--- config.mk ---
export PLATFORM = sky130hd
export DESIGN_NAME = rtc_wprot_ctrl
export DESIGN_NICKNAME = d
export VERILOG_FILES = /design/src/rtl/rtc_wprot_ctrl.sv
export SDC_FILE = /design/constraint.sdc
export NUM_CORES = 1
export LEC_CHECK = 0
export CORE_MARGIN = 2
export CORE_UTILIZATION = 35
export CTS_BUF_LIST = sky130_fd_sc_hd__clkbuf_16
export DETAILED_ROUTE_END_ITERATION = 10
export PLACE_DENSITY = 0.67
export SKIP_LAST_GASP = 1
export SLEW_MARGIN = 20
export SYNTH_ARGS = -nofsm -noshare
export SYNTH_HDL_FRONTEND = slang
export SYNTH_SLANG_ARGS = --single-unit
export TNS_END_PERCENT = 10
--- constraint.sdc ---
create_clock -name clk -period 1.7 [get_ports clk]
set_clock_uncertainty 0.15 [all_clocks]
set_input_delay 0.425 -clock clk [delete_from_list [all_inputs] [get_ports clk]]
set_output_delay 0.425 -clock clk [all_outputs]
set_load 0.01 [all_outputs]
--- src/rtl/rtc_wprot_ctrl.sv ---
module rtc_wprot_ctrl #(
  parameter int DATA_W = 32,
  parameter int ADDR_W = 3,
  parameter logic [7:0] KEY_FIRST = 8'hCA,
  parameter logic [7:0] KEY_SECOND = 8'h53,
  parameter logic [7:0] KEY_CLOSE = 8'hFF,
  parameter logic [DATA_W-1:0] PRESC_RST = 32'h007F00FF
) (
  input  logic              clk,
  input  logic              rst_n,
  input  logic              slow_tick,
  input  logic              wr_en,
  input  logic [ADDR_W-1:0] wr_addr,
  input  logic [DATA_W-1:0] wr_data,
  output logic              unlocked,
  output logic              init_ack,
  output logic              regs_synced,
  output logic              count_en,
  output logic [DATA_W-1:0] time_shadow,
  output logic [DATA_W-1:0] date_shadow,
  output logic [DATA_W-1:0] presc_q
);
  localparam logic [ADDR_W-1:0] A_KEY   = ADDR_W'(0);
  localparam logic [ADDR_W-1:0] A_CTRL  = ADDR_W'(1);
  localparam logic [ADDR_W-1:0] A_TIME  = ADDR_W'(2);
  localparam logic [ADDR_W-1:0] A_DATE  = ADDR_W'(3);
  localparam logic [ADDR_W-1:0] A_PRESC = ADDR_W'(4);

  typedef enum logic [1:0] {K_LOCKED, K_HALF, K_OPEN} key_st_t;

  key_st_t key_st, key_nx;
  logic init_req, req_s1, req_s2;
  logic [DATA_W-1:0] time_r, date_r;

  wire key_wr   = wr_en && wr_addr == A_KEY;
  wire ctrl_wr  = wr_en && wr_addr == A_CTRL && unlocked;
  wire cfg_ok   = unlocked && req_s2;
  wire time_wr  = wr_en && wr_addr == A_TIME && cfg_ok;
  wire date_wr  = wr_en && wr_addr == A_DATE && cfg_ok;
  wire presc_wr = wr_en && wr_addr == A_PRESC && cfg_ok;
  wire sync_now = slow_tick && !init_req && !req_s2;

  assign unlocked = key_st == K_OPEN;
  assign init_ack = req_s2;
  assign count_en = !req_s2;

  always_comb begin
    key_nx = key_st;
    if (key_wr) begin
      if (wr_data[7:0] == KEY_FIRST)
        key_nx = K_HALF;
      else if (wr_data[7:0] == KEY_SECOND && key_st == K_HALF)
        key_nx = K_OPEN;
      else
        key_nx = K_LOCKED;
    end
  end

  always_ff @(posedge clk or negedge rst_n) begin
    if (!rst_n) begin
      key_st      <= K_LOCKED;
      init_req    <= 1'b0;
      req_s1      <= 1'b0;
      req_s2      <= 1'b0;
      regs_synced <= 1'b0;
      time_r      <= '0;
      date_r      <= '0;
      time_shadow <= '0;
      date_shadow <= '0;
      presc_q     <= PRESC_RST;
    end else begin
      key_st <= key_nx;
      if (ctrl_wr) init_req <= wr_data[0];
      if (slow_tick) begin
        req_s1 <= init_req;
        req_s2 <= req_s1;
      end
      if (sync_now) begin
        time_shadow <= time_r;
        date_shadow <= date_r;
      end
      if (ctrl_wr && wr_data[0]) regs_synced <= 1'b0;
      else if (sync_now) regs_synced <= 1'b1;
      if (time_wr) time_r <= wr_data;
      if (date_wr) date_r <= wr_data;
      if (presc_wr) presc_q <= wr_data;
    end
  end
endmodule


# Word level (Yosys, flattened, before mapping)
# Index checks and enable logic that the tools add are counted.
[classes]
eq_ne = 8
muxes = 4
n_reduce_logical = 18
[ops]
columns = ["cell", "count"]
rows = [
  ["$logic_and A1 B1 Y1", 14],
  ["$eq A8 B7 Y1 const B", 1],
  ["$eq A8 B8 Y1 const B", 1],
  ["$eq A3 B2 Y1 const B", 2],
  ["$mux W2", 2],
  ["$eq A3 B1 Y1 const B", 1],
  ["$eq A3 B3 Y1 const B", 1],
  ["$logic_not A3 Y1", 1],
  ["$eq A2 B1 Y1 const B", 1],
  ["$eq A2 B2 Y1 const B", 1],
  ["$logic_not A1 Y1", 2],
  ["$mux W1", 2],
  ["$reduce_bool A2 Y1", 1],
]
[totals]
ff_bits = 166
input_bits = 39
out_inout_bits = 100
wordCells = 40

# Longest topological paths before layout
# Gate-level depths: netlist of run 1.
[depth]
depth_word = 5
ltp_mapped = 5
mapped_depth_nobuf = 3

# Least setup slack after synthesis of run 1
# OpenSTA, ideal clock, no wires.
[synth_timing]
path_type = "input-to-reg"
start = "in wr_addr[0]"
end = "reg time_r[10]"
setup_time_ns = 0.125
t_arrival_ns = 1.530
required_ns = 1.425
path_slack_ns = -0.105
stages = 5
cell_sequence = "and2b_2 or3b_1 buf_6 buf_12 mux2_4"
[synth_between]
elab_chain_len = 3
[synth_lines]
columns = ["element", "line", "rtl"]
rows = [
  ["start, declared", "13", "input logic [ADDR_W-1:0] wr_addr,"],
  ["$eq A3 B2 Y1", "38", "wire time_wr = wr_en && wr_addr == A_TIME && cfg_ok;"],
  ["$logic_and A1 B1 Y1 (2 in series)", "38", ""],
  ["end signal, assigned", "84", "if (time_wr) time_r <= wr_data;"],
  ["end, declared", "33", "logic [DATA_W-1:0] time_r, date_r;"],
]
# No other way between the ends.
# A chain may end at the register's enable or synchronous reset.

# Final worst setup path of run 1
[layout_timing]
start = "reg date_shadow[26]"
end = "out date_shadow[26]"
[layout_lines]
columns = ["element", "line", "rtl"]
rows = [
  ["start, declared", "20", "output logic [DATA_W-1:0] date_shadow,"],
  ["start signal, assigned", "80", "date_shadow <= date_r;"],
]
# No word-level cell between the ends.

==> results.md, run 1 <==
- IO buf count: 138
- Slew Viols, Final: 0
- Post-Synth Adder-Cell Area: 0%
- Crit path required time: ~1.1 ns
- Area of the multi-input gates: ~2200 um2
- Clock slew at reported path FFs: 0.06 ns
- Post-layout min period: 1.91 ns
- DR WL/cell: 17.9 um
- DRT Pass-1 Iters: 4
- Cell row count: between 40 and 50
- Drt first-iter violations: 100
- Via-per-instance ratio: about 4.7
- Distinct cells, synth: 28
- Routed wire length: 14400 um
- Dpl ws: -0.772 ns
- GR peak layer: met2
- RD Place Congestion: roughly 0.75
- Synth warnings: 0
- Final Hold Vio Count: 0
- Final period util: 113%
- Fin nets: 600
- Compound-Gate Fraction of Synth Area: 0.329%
- Post-Synth XOR/XNOR Area: 0%
- # IOs: between 100 and 150
- #FFs+latches synth: roughly 170
- Worst-skew pair later-pin latency: ~0.42 ns
- RR Startpoint: key_st[0]
- Final worst-path setup slack: -0.213 ns
- Crit path DAT: about 1.3 ns
- Status: finished, violations left
- P per Cell Area: around 900 nW/um2
- Clock buffer count from CTS: 17
- Met2 usage: around 26%
- DRC viols: 0
- Fill count: 1522
- Register area: 4170 um2
- Failing checks: negative setup slack
- Sink Count: 166
- Setup slack, reg-to-reg: -0.21 ns
- Hold Path Class: reg2reg
- M1 GR Usage: just under 20%
- Top FF cell, synth: dfrtp_1
- Setup violations, final: 225
- Cells on worst reg2reg path: 5
- RSZ-0062 raised after global routing: yes
- Max stage delay on crit path: around 0.56 ns
- Worst path cell trace: clkdlybuf4s50_1
- Die X: between 100 and 150 um
- Clk root buf: clkbuf_16
- EDFF count, synth: 0
- Slew headroom: between 60 and 70%
- Sequential fraction of the synthesis area: 64.6%
- Die area: 19600 um2
- Met3 usage: 4.41%
- Syn_nets: 411
- Worst Path Max Fanout: 2
- CP Class: reg2out
- Antenna violations before repair: 0
- Non-Filler Instances: 803
- Count leader, synth: dfrtp_1
- Worst Tran Pin Value: ~0.54 ns
- Clock Path Buffers: 2
- Placed Cells incl. Taps: around 760
- Top cells by area, synth: dfrtp_1 (58%), mux2_2 (22%), mux2_4 (7.0%)
- First-pass GRT wire length: ~24000 um
- Async SR Flop Fraction: 100%
- TritonCTS clock tree: done
- Synthesized instance count: between 300 and 400
- Largest net degree at the start of global routing: 50
- Total GRT Usage: between 10% and 20%
- Area of the core: 18000 um2
- Routed Antenna Nets: 0
- Die Y-Extent: ~140 um
- Final antenna diode count: 0
- Largest family of logic cells by synthesized area: multiplexers
- Crit-path slowest cell: clkdlybuf4s50_1
- HP Start: date_r[8]
- Multiplexer share of the synthesized area: between 20% and 30%
- Hold path depth: 1
- Reg2reg end: time_r[22]
- Post-Syn Area: around 6500 um2
- Grt ovf: 0
- Synth cell count leaders: dfrtp_1 (151), mux2_2 (129), mux2_4 (30), dfstp_2 (15), buf_2 (10)
- Crit path max-delay family: buffers and inverters
- Detail Placement HPWL: 9880 um
- Final core utilization: between 50% and 60%
- DR vias: about 3700
- Setup crit start kind: flip-flop
- Max Cap Viol: 0
- Peak VDD IR: between 600 and 700 uV
- Fmax: roughly 520 MHz
- Post-synthesis simple-gate area fraction: 2.56%
- Largest area contributor in the netlist: dfrtp_1
- Share of cells above drive strength 1: about half
- CP endpoint kind: output pin
- Avg Inst Size Synth: 17.4 um2
- Number of global-route vias before repair: 4229
- Htree depth: 4
- Area fraction of the dominant cell type after synthesis: 58.5%
- Area growth from synthesis to layout: 41.9%
- Worst Hold End: date_r[8]
- Starting Density: approximately 36%
- Lkg Pwr: between 4 and 5 nW
- Crit path buf inv count: 1
==> kinds of logic (layout without fill, tap and decap cells) <==
group | after synthesis | in the layout
flops | 166 | 166
mux | 162 | 162
simple gates | 20 | 20
buf+inv | 20 | 222
compound gates | 4 | 4
==> report_power, final <==
part	total [mW]	switching [mW]	internal [mW]	leakage [nW]
sequential	3.95	0.0000992	3.95	2.26
combinational	0.360	0.177	0.184	2.16
clock	3.90	1.48	2.42	0.310
total	8.21	1.65	6.56	4.73
==> per-stage QoR <==
step | TNS, ns | power [mW] | cell area [um2] | hold WS, ns
finish | -25.51 | 8.21 | 9170 | 0.335
global placement | -87.30 | 4.38 | 8470 | 0.273
global route | -41.35 | 8.56 | 9170 | 0.353
floorplan | -7.83 | 4.08 | 6460 | -0.0206
CTS | -33.04 | 8.33 | 9170 | 0.339
detailed placement | -91.36 | 4.39 | 8470 | 0.280
==> per-layer routing <==
layer,part of all wire [%],up-vias,wire length (um)
li1,-,1698,-
met1,44,1934,6280
met2,50,92,7140
met3,4.6,21,659
met4,2.3,0,338
met5,0,-,0
==> layout make-up <==
| cell class | instances | area share [%] |
|---|---|---|
| clock inverters | 15 | 1.92 |
| repair buffers | 189 | 20.9 |
| clock buffers | 17 | 4.64 |
| flip-flops and latches | 166 | 45.5 |
| well taps | 229 | 3.12 |
| inverters | 1 | 0.0409 |
| multi-input cells | 186 | 23.8 |
==> state kept, by name, indices dropped and copies added (netlist names) <==
name	count
date_r	32
regs_synced	1
time_r	32
req_s1	1
init_req	1
init_ack	1
date_shadow	32
presc_q	32
key_st	2
time_shadow	32
==> worst max-delay path by stage <==
| stage | start | depth (start not counted) | endpoint |
|---|---|---|---|
| after detailed placement | wr_addr[1] | 6 | presc_q[9] |
| after CTS | date_shadow[2] | 1 | date_shadow[2] |
| after global placement | wr_addr[1] | 5 | time_r[18] |
| after floorplan | wr_addr[0] | 5 | time_r[10] |
| after global routing | key_st[0] | 6 | presc_q[31] |
| final | date_shadow[26] | 1 | date_shadow[26] |
==> placed cells by master, fill, tap and decap left out, types with 11 or more instances in the layout <==
cell type and count:
clkbuf_16 17, clkdlybuf4s50_1 100, mux2_2 116, buf_12 17, dfrtp_1 151, dlygate4sd2_1 11
buf_4 29, buf_2 17, mux2_4 43, dfstp_2 15
==> repair_timing <==
action	4_1_cts	5_1_grt
gates cloned	2	0
pin swaps	2	2
buffers inserted	7	0
endpoints found under the setup margin	262	247
hold buffers	1	0
endpoints found under the hold margin	33	0
gates resized for setup	104	19
Note: power is estimated with default switching activity, not from simulation.
==> run 2: changes to the inputs <==
Settings changed: PLACE_DENSITY 0.67 to default, PLACE_DENSITY_LB_ADDON from default to 0.1.
==> results.md, run 2 (same netlist as run 1, synthesis figures left out) <==
- Most frequent cells in the layout: dfrtp_1 (151), mux2_2 (129), clkdlybuf4s50_1 (106), mux2_4 (30), buf_4 (24)
- Drt first-iter violations: 88
- Clock power share: ~50%
- Final period util: 112%
- Final Hold Vio Count: 0
- Number of global-route vias before repair: about 4100
- Register area: 4170 um2
- Setup slack, reg-to-reg: -0.15 ns
- RD Place Congestion: about 0.73
- Status: finished, violations left
- Starting Density: a little over a third
- Final antenna diode count: 0
- Setup crit start kind: flip-flop
- Combinational fraction of design power: 3.9%
- Crit-path slowest cell: clkdlybuf4s50_1
- RSZ-0062 raised after global routing: yes
- Sink Count: about 170
- HP Start: wr_addr[0]
- Pwr Total: between 8 and 9 mW
- Crit path max-delay family: buffers and inverters
- Crit path required time: 1.12 ns
- Sw power: 1.82 mW
- Area of the core: about 18000 um2
- Hold Path Class: in2reg
- Die X: 140 um
- Final worst-path setup slack: -0.207 ns
- Crit path from: date_shadow[31]
- Crit path buf inv count: 1
- IO buf count: between 100 and 150
- Failing checks: negative setup slack
- Area growth from synthesis to layout: 40.9%
- DRT Pass-1 Iters: 4
- DR vias: 3697
- CP Class: reg2out
- Crit path DAT: between 1 and 1.5 ns
- Register share of total power: 46.0%
- Share of cells above drive strength 1: between 40% and 50%
- Largest net degree at the start of global routing: 43
- Grt ovf: 0
- Total GRT Usage: roughly 15%
- # IOs: between 100 and 150
- Lkg Pwr: about 4.6 nW
- Antenna violations before repair: 0
- Peak VDD IR: between 600 and 700 uV
- Cell row count: between 40 and 50
- Worst Tran Pin Value: 0.361 ns
- DR WL/cell: ~17 um
- Setup violations, final: roughly 240
- Worst path cell trace: clkdlybuf4s50_1
- Fill count: between 1500 and 2000
- Max Cap Viol: 0
- Die area: around 20000 um2
- DRC viols: 0
- Routed Antenna Nets: 0
- Routed wire length: approximately 14000 um
- Clock Path Buffers: 2
- Slew Viols, Final: 0
- Die Y-Extent: approximately 140 um
- Max stage delay on crit path: approximately 0.57 ns
- CP endpoint kind: output pin
- Internal power: ~6.8 mW
- Non-Filler Instances: between 700 and 800
- Clock buffer count from CTS: 17
- Commonest non-fill, non-tap cell in the layout: dfrtp_1
- Fmax: between 500 and 600 MHz
- P per Cell Area: 943 nW/um2
- TritonCTS clock tree: done
- Slew headroom: 75.9%
- Placed Cells incl. Taps: 756
- Clock slew at reported path FFs: around 0.070 ns
- First-pass GRT wire length: 22500 um
- Fin nets: 591
- RR Startpoint: key_st[0]
- Worst-skew pair later-pin latency: 0.41 ns
- Worst Path Max Fanout: 2
- Via-per-instance ratio: around 4.7
- Detail Placement HPWL: approximately 9200 um
- Area of the multi-input gates: about 2100 um2
- Post-layout min period: roughly 1.9 ns
- Switching Share: a little over a fifth
- Clk root buf: clkbuf_16
- Htree depth: 4
==> run 2: cell types whose count changed in the layout (fill, tap and decap cells not counted), moves of 2 or more <==
cell | before | now
mux2_2 | 116 | 129
mux2_4 | 43 | 30
dlygate4sd2_1 | 11 | 3
clkdlybuf4s50_1 | 100 | 106
inv_1 | 6 | 0
buf_12 | 17 | 12
buf_4 | 29 | 24
inv_6 | 0 | 5
clkinv_2 | 2 | 0
dlymetal6s2s_1 | 8 | 10
inv_8 | 0 | 2
==> run 2: final cells by class <==
class,instances,area share (%)
clock inverters,15,2.64
repair buffers,180,20.2
well taps,229,3.15
inverters,1,0.0687
multi-input cells,186,23.4
clock buffers,17,4.67
flip-flops and latches,166,45.8
==> run 2: stage by stage <==
stage	setup slack [ns]	area (um2)	TNS (ns)	utilization, %	hold WS, ns
6_report	-0.207	9100	-28.26	50.5	0.239
5_1_grt	-0.253	9100	-43.54	50.5	0.281
4_1_cts	-0.241	9060	-34.65	50.2	0.321
3_5_place_dp	-0.736	8390	-83.04	46.6	0.203
3_3_place_gp	-0.734	8390	-81.55	46.6	0.199
2_1_floorplan	-0.105	6460	-7.83	-	-0.0206
==> run 2: what timing repair did <==
action | 4_1_cts | 5_1_grt
gates cloned | 1 | 1
endpoints found under the hold margin | 21 | 0
pin swaps | 0 | 2
setup endpoints to repair | 260 | 248
setup buffers | 3 | 0
gates resized for setup | 82 | 12
hold buffers | 1 | 0
==> run 2: per-layer routing <==
metal / vias up / global-route usage (%) / share of wire [%]
met4: 0 / 3.95 / 1.1
met3: 13 / 4.65 / 5.5
met1: 1900 / 20.5 / 47
li1: 1688 / - / -
met2: 96 / 22.3 / 46
met5: - / 0 / 0
==> run 2: worst paths after layout <==
check,endpoint,cells past startpoint
worst max register to register,presc_q[24],5
worst min-delay path,key_st[0],3
worst min register to register,date_r[8],1
max in group asynchronous,presc_q[22],3
min in group asynchronous,date_shadow[16],2
worst max-delay path,date_shadow[31],1
==> run 2: power groups by stage <==
stage	combinational, mW	sequential, mW	clock (mW)
after floorplan	0.0593	4.03	0
after global placement	0.344	4.02	0
after detailed placement	0.349	4.02	0
after CTS	0.351	3.95	4.44
after global routing	0.374	3.95	4.59
final	0.339	3.95	4.30
==> run 2: worst reg2reg max path, cell delays in order (launching register included) <==
cell	delay [ns]
dfrtp_1	0.39
buf_4	0.15
nor3b_2	0.17
and4_2	0.32
buf_12	0.20
mux2_2	0.36
